--- src/rtl/dma_xfer_pkg.sv ---
package dma_xfer_pkg;
  typedef enum logic [1:0] {
    SEL_ADDR  = 2'd0,
    SEL_COUNT = 2'd1,
    SEL_PAGE  = 2'd2,
    SEL_MODE  = 2'd3
  } reg_sel_e;

  typedef struct packed {
    logic word;       // bit 2
    logic auto_init;  // bit 1
    logic to_mem;     // bit 0
  } mode_t;
endpackage

--- src/rtl/dma_reload_ctr.sv ---
module dma_reload_ctr #(
  parameter int W        = 16,
  parameter bit COUNT_UP = 1'b1
) (
  input  logic         clk,
  input  logic         rst_n,
  input  logic         load,
  input  logic [W-1:0] load_val,
  input  logic         step,
  input  logic         reload,
  output logic [W-1:0] q,
  output logic [W-1:0] base_q
);
  localparam logic [W-1:0] STEP = COUNT_UP ? W'(1) : {W{1'b1}};

  logic [W-1:0] stepped;

  generate
    if (COUNT_UP) begin : g_up
      always_comb stepped = q + W'(1);
    end else begin : g_down
      always_comb stepped = q - W'(1);
    end
  endgenerate

  always_ff @(posedge clk or negedge rst_n) begin
    if (!rst_n) begin
      q      <= '0;
      base_q <= '0;
    end else if (load) begin
      q      <= load_val;
      base_q <= load_val;
    end else if (step) begin
      q <= reload ? base_q : stepped;
    end
  end

  AST_SINGLE_STEP: assert property (@(posedge clk) disable iff (!rst_n)
    (step && !reload && !load) |=> (q == W'($past(q) + STEP)));
  AST_RELOAD_BASE: assert property (@(posedge clk) disable iff (!rst_n)
    (step && reload && !load) |=> (q == $past(base_q)));
  AST_HOLD_IDLE: assert property (@(posedge clk) disable iff (!rst_n)
    (!step && !load) |=> $stable(q));
endmodule

--- src/rtl/dma_chan_ctrl.sv ---
module dma_chan_ctrl
  import dma_xfer_pkg::*;
#(
  parameter int PAGE_W = 8
) (
  input  logic              clk,
  input  logic              rst_n,
  input  logic              wr_page,
  input  logic              wr_mode,
  input  logic [PAGE_W-1:0] wr_data,
  input  logic              tc,
  input  logic              status_rd,
  input  logic              mask_set,
  input  logic              mask_clr,
  output logic [PAGE_W-1:0] page,
  output mode_t             mode,
  output logic              masked,
  output logic              tc_status
);
  logic self_mask;
  assign self_mask = tc && !mode.auto_init;

  always_ff @(posedge clk or negedge rst_n) begin
    if (!rst_n) begin
      page      <= '0;
      mode      <= '0;
      masked    <= 1'b1;
      tc_status <= 1'b0;
    end else begin
      if (wr_page) page <= wr_data;
      if (wr_mode) mode <= mode_t'(wr_data[2:0]);
      if (mask_set || self_mask) masked <= 1'b1;
      else if (mask_clr)         masked <= 1'b0;
      if (tc)             tc_status <= 1'b1;
      else if (status_rd) tc_status <= 1'b0;
    end
  end

  AST_TC_SELF_MASK: assert property (@(posedge clk) disable iff (!rst_n)
    self_mask |=> masked);
  AST_TC_LATCH: assert property (@(posedge clk) disable iff (!rst_n)
    tc |=> tc_status);
  AST_RD_CLEARS: assert property (@(posedge clk) disable iff (!rst_n)
    (status_rd && !tc) |=> !tc_status);
endmodule

--- src/rtl/dma_xfer_engine.sv ---
module dma_xfer_engine
  import dma_xfer_pkg::*;
#(
  parameter int CTR_W  = 16,
  parameter int PAGE_W = 8
) (
  input  logic                    clk,
  input  logic                    rst_n,
  input  logic                    wr_en,
  input  logic [1:0]              wr_sel,
  input  logic [CTR_W-1:0]        wr_data,
  input  logic                    mask_set,
  input  logic                    mask_clr,
  input  logic                    status_rd,
  input  logic                    xfer_stb,
  output logic [PAGE_W+CTR_W-1:0] mem_addr,
  output logic                    mem_wr,
  output logic                    tc_pulse,
  output logic                    tc_status,
  output logic                    masked,
  output logic [CTR_W-1:0]        cur_addr,
  output logic [CTR_W-1:0]        cur_count
);
  localparam int PHYS_W = PAGE_W + CTR_W;

  function automatic logic [PHYS_W-1:0] form_phys(
    input logic [PAGE_W-1:0] pg, input logic [CTR_W-1:0] ctr, input logic word);
    if (word) return {pg[PAGE_W-1:1], ctr, 1'b0};
    return {pg, ctr};
  endfunction

  logic              xfer_go, count_empty, do_reload;
  logic              ld_addr, ld_count, ld_page, ld_mode;
  logic [PAGE_W-1:0] page;
  mode_t             mode;
  logic [CTR_W-1:0]  base_addr_unused, base_count_unused;

  assign ld_addr     = wr_en && (wr_sel == SEL_ADDR);
  assign ld_count    = wr_en && (wr_sel == SEL_COUNT);
  assign ld_page     = wr_en && (wr_sel == SEL_PAGE);
  assign ld_mode     = wr_en && (wr_sel == SEL_MODE);
  assign xfer_go     = xfer_stb && !masked;
  assign count_empty = (cur_count == '0);
  assign tc_pulse    = xfer_go && count_empty;
  assign do_reload   = tc_pulse && mode.auto_init;
  assign mem_addr    = form_phys(page, cur_addr, mode.word);
  assign mem_wr      = mode.to_mem;

  dma_reload_ctr #(.W(CTR_W), .COUNT_UP(1'b1)) u_addr_ctr (
    .clk(clk), .rst_n(rst_n), .load(ld_addr), .load_val(wr_data),
    .step(xfer_go), .reload(do_reload), .q(cur_addr), .base_q(base_addr_unused));

  dma_reload_ctr #(.W(CTR_W), .COUNT_UP(1'b0)) u_count_ctr (
    .clk(clk), .rst_n(rst_n), .load(ld_count), .load_val(wr_data),
    .step(xfer_go), .reload(do_reload), .q(cur_count), .base_q(base_count_unused));

  dma_chan_ctrl #(.PAGE_W(PAGE_W)) u_ctrl (
    .clk(clk), .rst_n(rst_n), .wr_page(ld_page), .wr_mode(ld_mode),
    .wr_data(wr_data[PAGE_W-1:0]), .tc(tc_pulse), .status_rd(status_rd),
    .mask_set(mask_set), .mask_clr(mask_clr), .page(page), .mode(mode),
    .masked(masked), .tc_status(tc_status));

  AST_NO_PAGE_CARRY: assert property (@(posedge clk) disable iff (!rst_n)
    (xfer_go && !wr_en) |=> $stable(mem_addr[PHYS_W-1:CTR_W+1]));
  AST_WORD_A0_ZERO: assert property (@(posedge clk) disable iff (!rst_n)
    mode.word |-> !mem_addr[0]);
  AST_MASKED_NO_TC: assert property (@(posedge clk) disable iff (!rst_n)
    masked |-> !tc_pulse);
  AST_TC_WRAPS_COUNT: assert property (@(posedge clk) disable iff (!rst_n)
    (tc_pulse && !mode.auto_init && !ld_count) |=> (cur_count == '1));
endmodule

--- config.mk ---
export PLATFORM = sky130hd
export DESIGN_NAME = dma_xfer_engine
export DESIGN_NICKNAME = d
export VERILOG_FILES = /design/src/rtl/dma_xfer_pkg.sv /design/src/rtl/dma_reload_ctr.sv /design/src/rtl/dma_chan_ctrl.sv /design/src/rtl/dma_xfer_engine.sv
export SDC_FILE = /design/constraint.sdc
export NUM_CORES = 1
export LEC_CHECK = 0
export BUFFER_PORTS_ARGS = -buffer_cell sky130_fd_sc_hd__buf_2
export CORE_UTILIZATION = 25
export DETAILED_ROUTE_END_ITERATION = 8
export PLACE_DENSITY = 0.51
export SYNTH_ARGS = -nofsm -noshare
export SYNTH_HDL_FRONTEND = slang
export SYNTH_SLANG_ARGS = --single-unit
--- constraint.sdc ---
create_clock -name clk -period 4.7 [get_ports clk]
set_clock_uncertainty 0.2 [all_clocks]
set_input_delay 0.47 -clock clk [delete_from_list [all_inputs] [get_ports clk]]
set_output_delay 0.47 -clock clk [all_outputs]
set_load 0.02 [all_outputs]
==> impl_metrics.toml <==
[sta]
timing.final.crit_period_ns = 2.77
fmaxAchievable_ghz = 0.361
hold_violations = 0
timing.hold.ws_ns = 0.0806
final_min_period_over_clock_period = 0.590
rsz0062_at_grt = "false"
timing.final.setup_violations = 0
slew_violations = 0
tightest_slew_ns = 1.05
setup-tns-final_ns = 0
relSlewSlack = 0.302
finalWorstSetupSlack_ns = 1.93

[setup_path]
cp_slowest_stage_delay_ns = 0.53
critical-path-top-delay-family = "simple AND/OR/NAND/NOR gates"
crit_path_start_kind = "flip-flop"
critical_path_class = "flip-flop to primary output"
maximum_fanout_encountered_on_the_critical_timing_path = 9
sequence_of_cells_on_the_critical_path = "nor4_2, nand3_2, nor3_1, buf_2"
number_of_buffers_and_inverters_on_the_critical_path = 1
cp.arrival_ns = 2.10
worst_ep_required_time_ns = 4.03
critPathCaptureType = "primary output"
critical_path_cell_with_the_highest_stage_delay = "sky130_fd_sc_hd__nor4_2"

[floorplanning]
floorplan.die.height_um = 134
floorplan.die_area_mm2 = 0.0179
ioPinCount = 85
start_util = 0.259
row_count = 47
dieWidth_um = 134
coreArea_mm2 = 0.0168

[synthesis]
synth_top_flop_cell = "sky130_fd_sc_hd__dfrtp_1"
synth_top_area_cell = "sky130_fd_sc_hd__dfrtp_1"
synthDistinctLibCells = 58
asyncSetResetFlopFracSynth = 1.00
synth-edff-count = 0
synth_seq_cells = 77
syn_nets = 497
synth_top_area_share = 0.438
ys_top_cells_by_count = "sky130_fd_sc_hd__nand2_1, sky130_fd_sc_hd__dfrtp_1, sky130_fd_sc_hd__mux2_2, sky130_fd_sc_hd__nand4_1, sky130_fd_sc_hd__clkbuf_1"
yosys-top-cells-area = "sky130_fd_sc_hd__dfrtp_1, sky130_fd_sc_hd__nand2_1, sky130_fd_sc_hd__mux2_2"
synthCells = 470
synthesis.area_per_instance_um2 = 9.25
yosysMostFrequentCell = "sky130_fd_sc_hd__nand2_1"
syn-cell-area_mm2 = 0.00435
seq_area_frac_synth = 0.444
synth_warnings = 0

[drt]
detail-route-antenna-nets = 0
first_pass_iters = 5
post_drt_via_cell_ratio = 5.19
drt_drc_violations_left = 0
drt_first_iter_violations = 279
vias = 3926
routed_wire_length_per_instance_um = 18.8
postRouteWirelength_um = 14300

[placed_design]
routabilityCongestion = 0.812
dp_hpwl_um = 9870
preCtsSetupSlack_ns = 2.03
numPlacedInstances = 741
io_buffers = 84

[finish]
multi_input_area_mm2 = 0.00221
fillCellCount = 1777
utilization = 0.312
area_growth_syn_to_layout_pct = 20.2
antennaDiodeCount = 0
post_layout_nonfiller_instances = 757
final_layout_size_suffix_gt1_frac = 0.263
regArea_mm2 = 0.00193
final_nets = 559

[global_routing]
globalRoute.busiestLayer = "met2"
grt_util_met1 = 0.229
grt_first_pass_wirelength_um = 22700
first_global_vias = 3848
globalRouteMet2Util = 0.263
grt_antenna_before_repair = 0
globalRouteMet3Util = 0.0382
grt_max_degree = 78
global_route.usage.total = 0.167
grt_overflow = 0

[clock_network]
cts_post_setup_buffers_inserted = 0
clk_latency_ns = 0.35
post_cts_resize_count = 0
cts.sink_count = 77
cts-root-buf = "sky130_fd_sc_hd__clkbuf_16"
tritoncts_clock_tree = "built"
cts_made_buffers = 9
clk_pin_slew_worst_paths_ns = 0.06
clk_path_buf_depth = 2
post_cts_hold_buffer_count = 0
cts-htree-levels = 3

[power]
pwr-share-seq = 0.402
p_switching_w = 0.000883
vdd_ir_drop_max_uv = 197
power_switching_share = 0.369
power_per_cell_area_mw_per_mm2 = 459
power.combinational.fraction = 0.291
clock_power_share = 0.307
static-leakage-power_nw = 2.26
intPower_w = 0.00151

[job]
max_cap_violations = 0

[run_status]
status = "completed"

[hold_path]
hp-class = "primary input to async pin"
==> worst paths after layout <==
| kind | start | endpoint | slack (ns) | depth (start not counted) |
|---|---|---|---|---|
| worst min-delay path | rst_n | u_count_ctr.q[6] | 0.08 | 1 |
| worst min register to register | u_addr_ctr.base_q[1] | u_addr_ctr.base_q[1] | 0.28 | 2 |
| min in group clk | status_rd | u_ctrl.tc_status | 0.12 | 2 |
| worst max-delay path | u_count_ctr.q[9] | tc_pulse | 1.93 | 4 |
| worst max register to register | u_count_ctr.q[0] | u_addr_ctr.q[4] | 1.98 | 6 |
| max in group asynchronous | rst_n | u_addr_ctr.base_q[1] | 3.51 | 1 |
==> per-stage QoR <==
step / area (um2) / total power, W
6_report: 5220 / 0.00240
5_1_grt: 5220 / 0.00253
4_1_cts: 5220 / 0.00242
3_5_place_dp: 4910 / 0.00167
3_3_place_gp: 4910 / 0.00166
2_1_floorplan: 4350 / 0.00143
==> power by group through the flow <==
stage | Clock [W] | Sequential (W) | Combinational, W
global route | 0.000780 | 0.000987 | 0.000762
floorplan | 0 | 0.000980 | 0.000449
global placement | 0 | 0.000966 | 0.000693
detailed placement | 0 | 0.000974 | 0.000695
finish | 0.000736 | 0.000963 | 0.000696
CTS | 0.000755 | 0.000963 | 0.000699
==> routing by layer <==
metal / vias to the layer above / routed length (um) / share of wire
li1: 1836 / - / -
met1: 1951 / 6770 / 0.47
met2: 123 / 6610 / 0.46
met3: 16 / 735 / 0.052
met4: 0 / 151 / 0.011
met5: - / 0 / 0
==> cell type report <==
| type | count | area share |
|---|---|---|
| clock buffer | 12 | 0.0510 |
| sequential | 77 | 0.369 |
| clock inverter | 4 | 0.00862 |
| tap | 220 | 0.0527 |
| timing repair buffer | 90 | 0.0896 |
| inverter | 9 | 0.00647 |
| multi-input combinational | 345 | 0.422 |
==> sequential cells by signal, indices dropped and copies added, names as in the netlist <==
| register | flops |
|---|---|
| u_ctrl.page | 8 |
| u_addr_ctr.q | 16 |
| u_ctrl.masked | 1 |
| u_count_ctr.q | 16 |
| u_count_ctr.base_q | 16 |
| u_ctrl.mode | 3 |
| u_addr_ctr.base_q | 16 |
| u_ctrl.tc_status | 1 |
==> layout by cell type, fill, tap and decap left out, types with 4 or more instances in the layout <==
cell,synthesis,layout
sky130_fd_sc_hd__nand4_1,25,25
sky130_fd_sc_hd__nand2_1,100,100
sky130_fd_sc_hd__inv_1,9,9
sky130_fd_sc_hd__o31a_1,4,4
sky130_fd_sc_hd__a21boi_0,4,4
sky130_fd_sc_hd__or3_1,6,6
sky130_fd_sc_hd__xnor2_1,15,15
sky130_fd_sc_hd__nor2_1,11,11
sky130_fd_sc_hd__o31ai_1,5,5
sky130_fd_sc_hd__o21ai_0,11,11
sky130_fd_sc_hd__buf_4,7,7
sky130_fd_sc_hd__xor2_1,5,5
sky130_fd_sc_hd__nor3_1,15,15
sky130_fd_sc_hd__nand3_1,15,15
sky130_fd_sc_hd__mux2_2,25,25
sky130_fd_sc_hd__clkbuf_16,0,9
sky130_fd_sc_hd__nor4_1,12,12
sky130_fd_sc_hd__buf_2,8,83
sky130_fd_sc_hd__a22oi_1,14,14
sky130_fd_sc_hd__dfrtp_1,76,76
sky130_fd_sc_hd__o211ai_1,20,20
sky130_fd_sc_hd__o21ai_1,6,6
==> kinds of logic (layout without fill, tap and decap cells) <==
kind of cell    Yosys count  in the layout  share of synthesized area
fa+ha+maj                 2              2                    0.00576
simple gates            208            208                      0.244
compound gates           87             87                      0.144
xor+xnor                 20             20                     0.0403
buf+inv                  48            115                     0.0498
flops                    77             77                      0.444
mux                      28             28                     0.0717
Note: power is estimated with default switching activity, not from simulation.
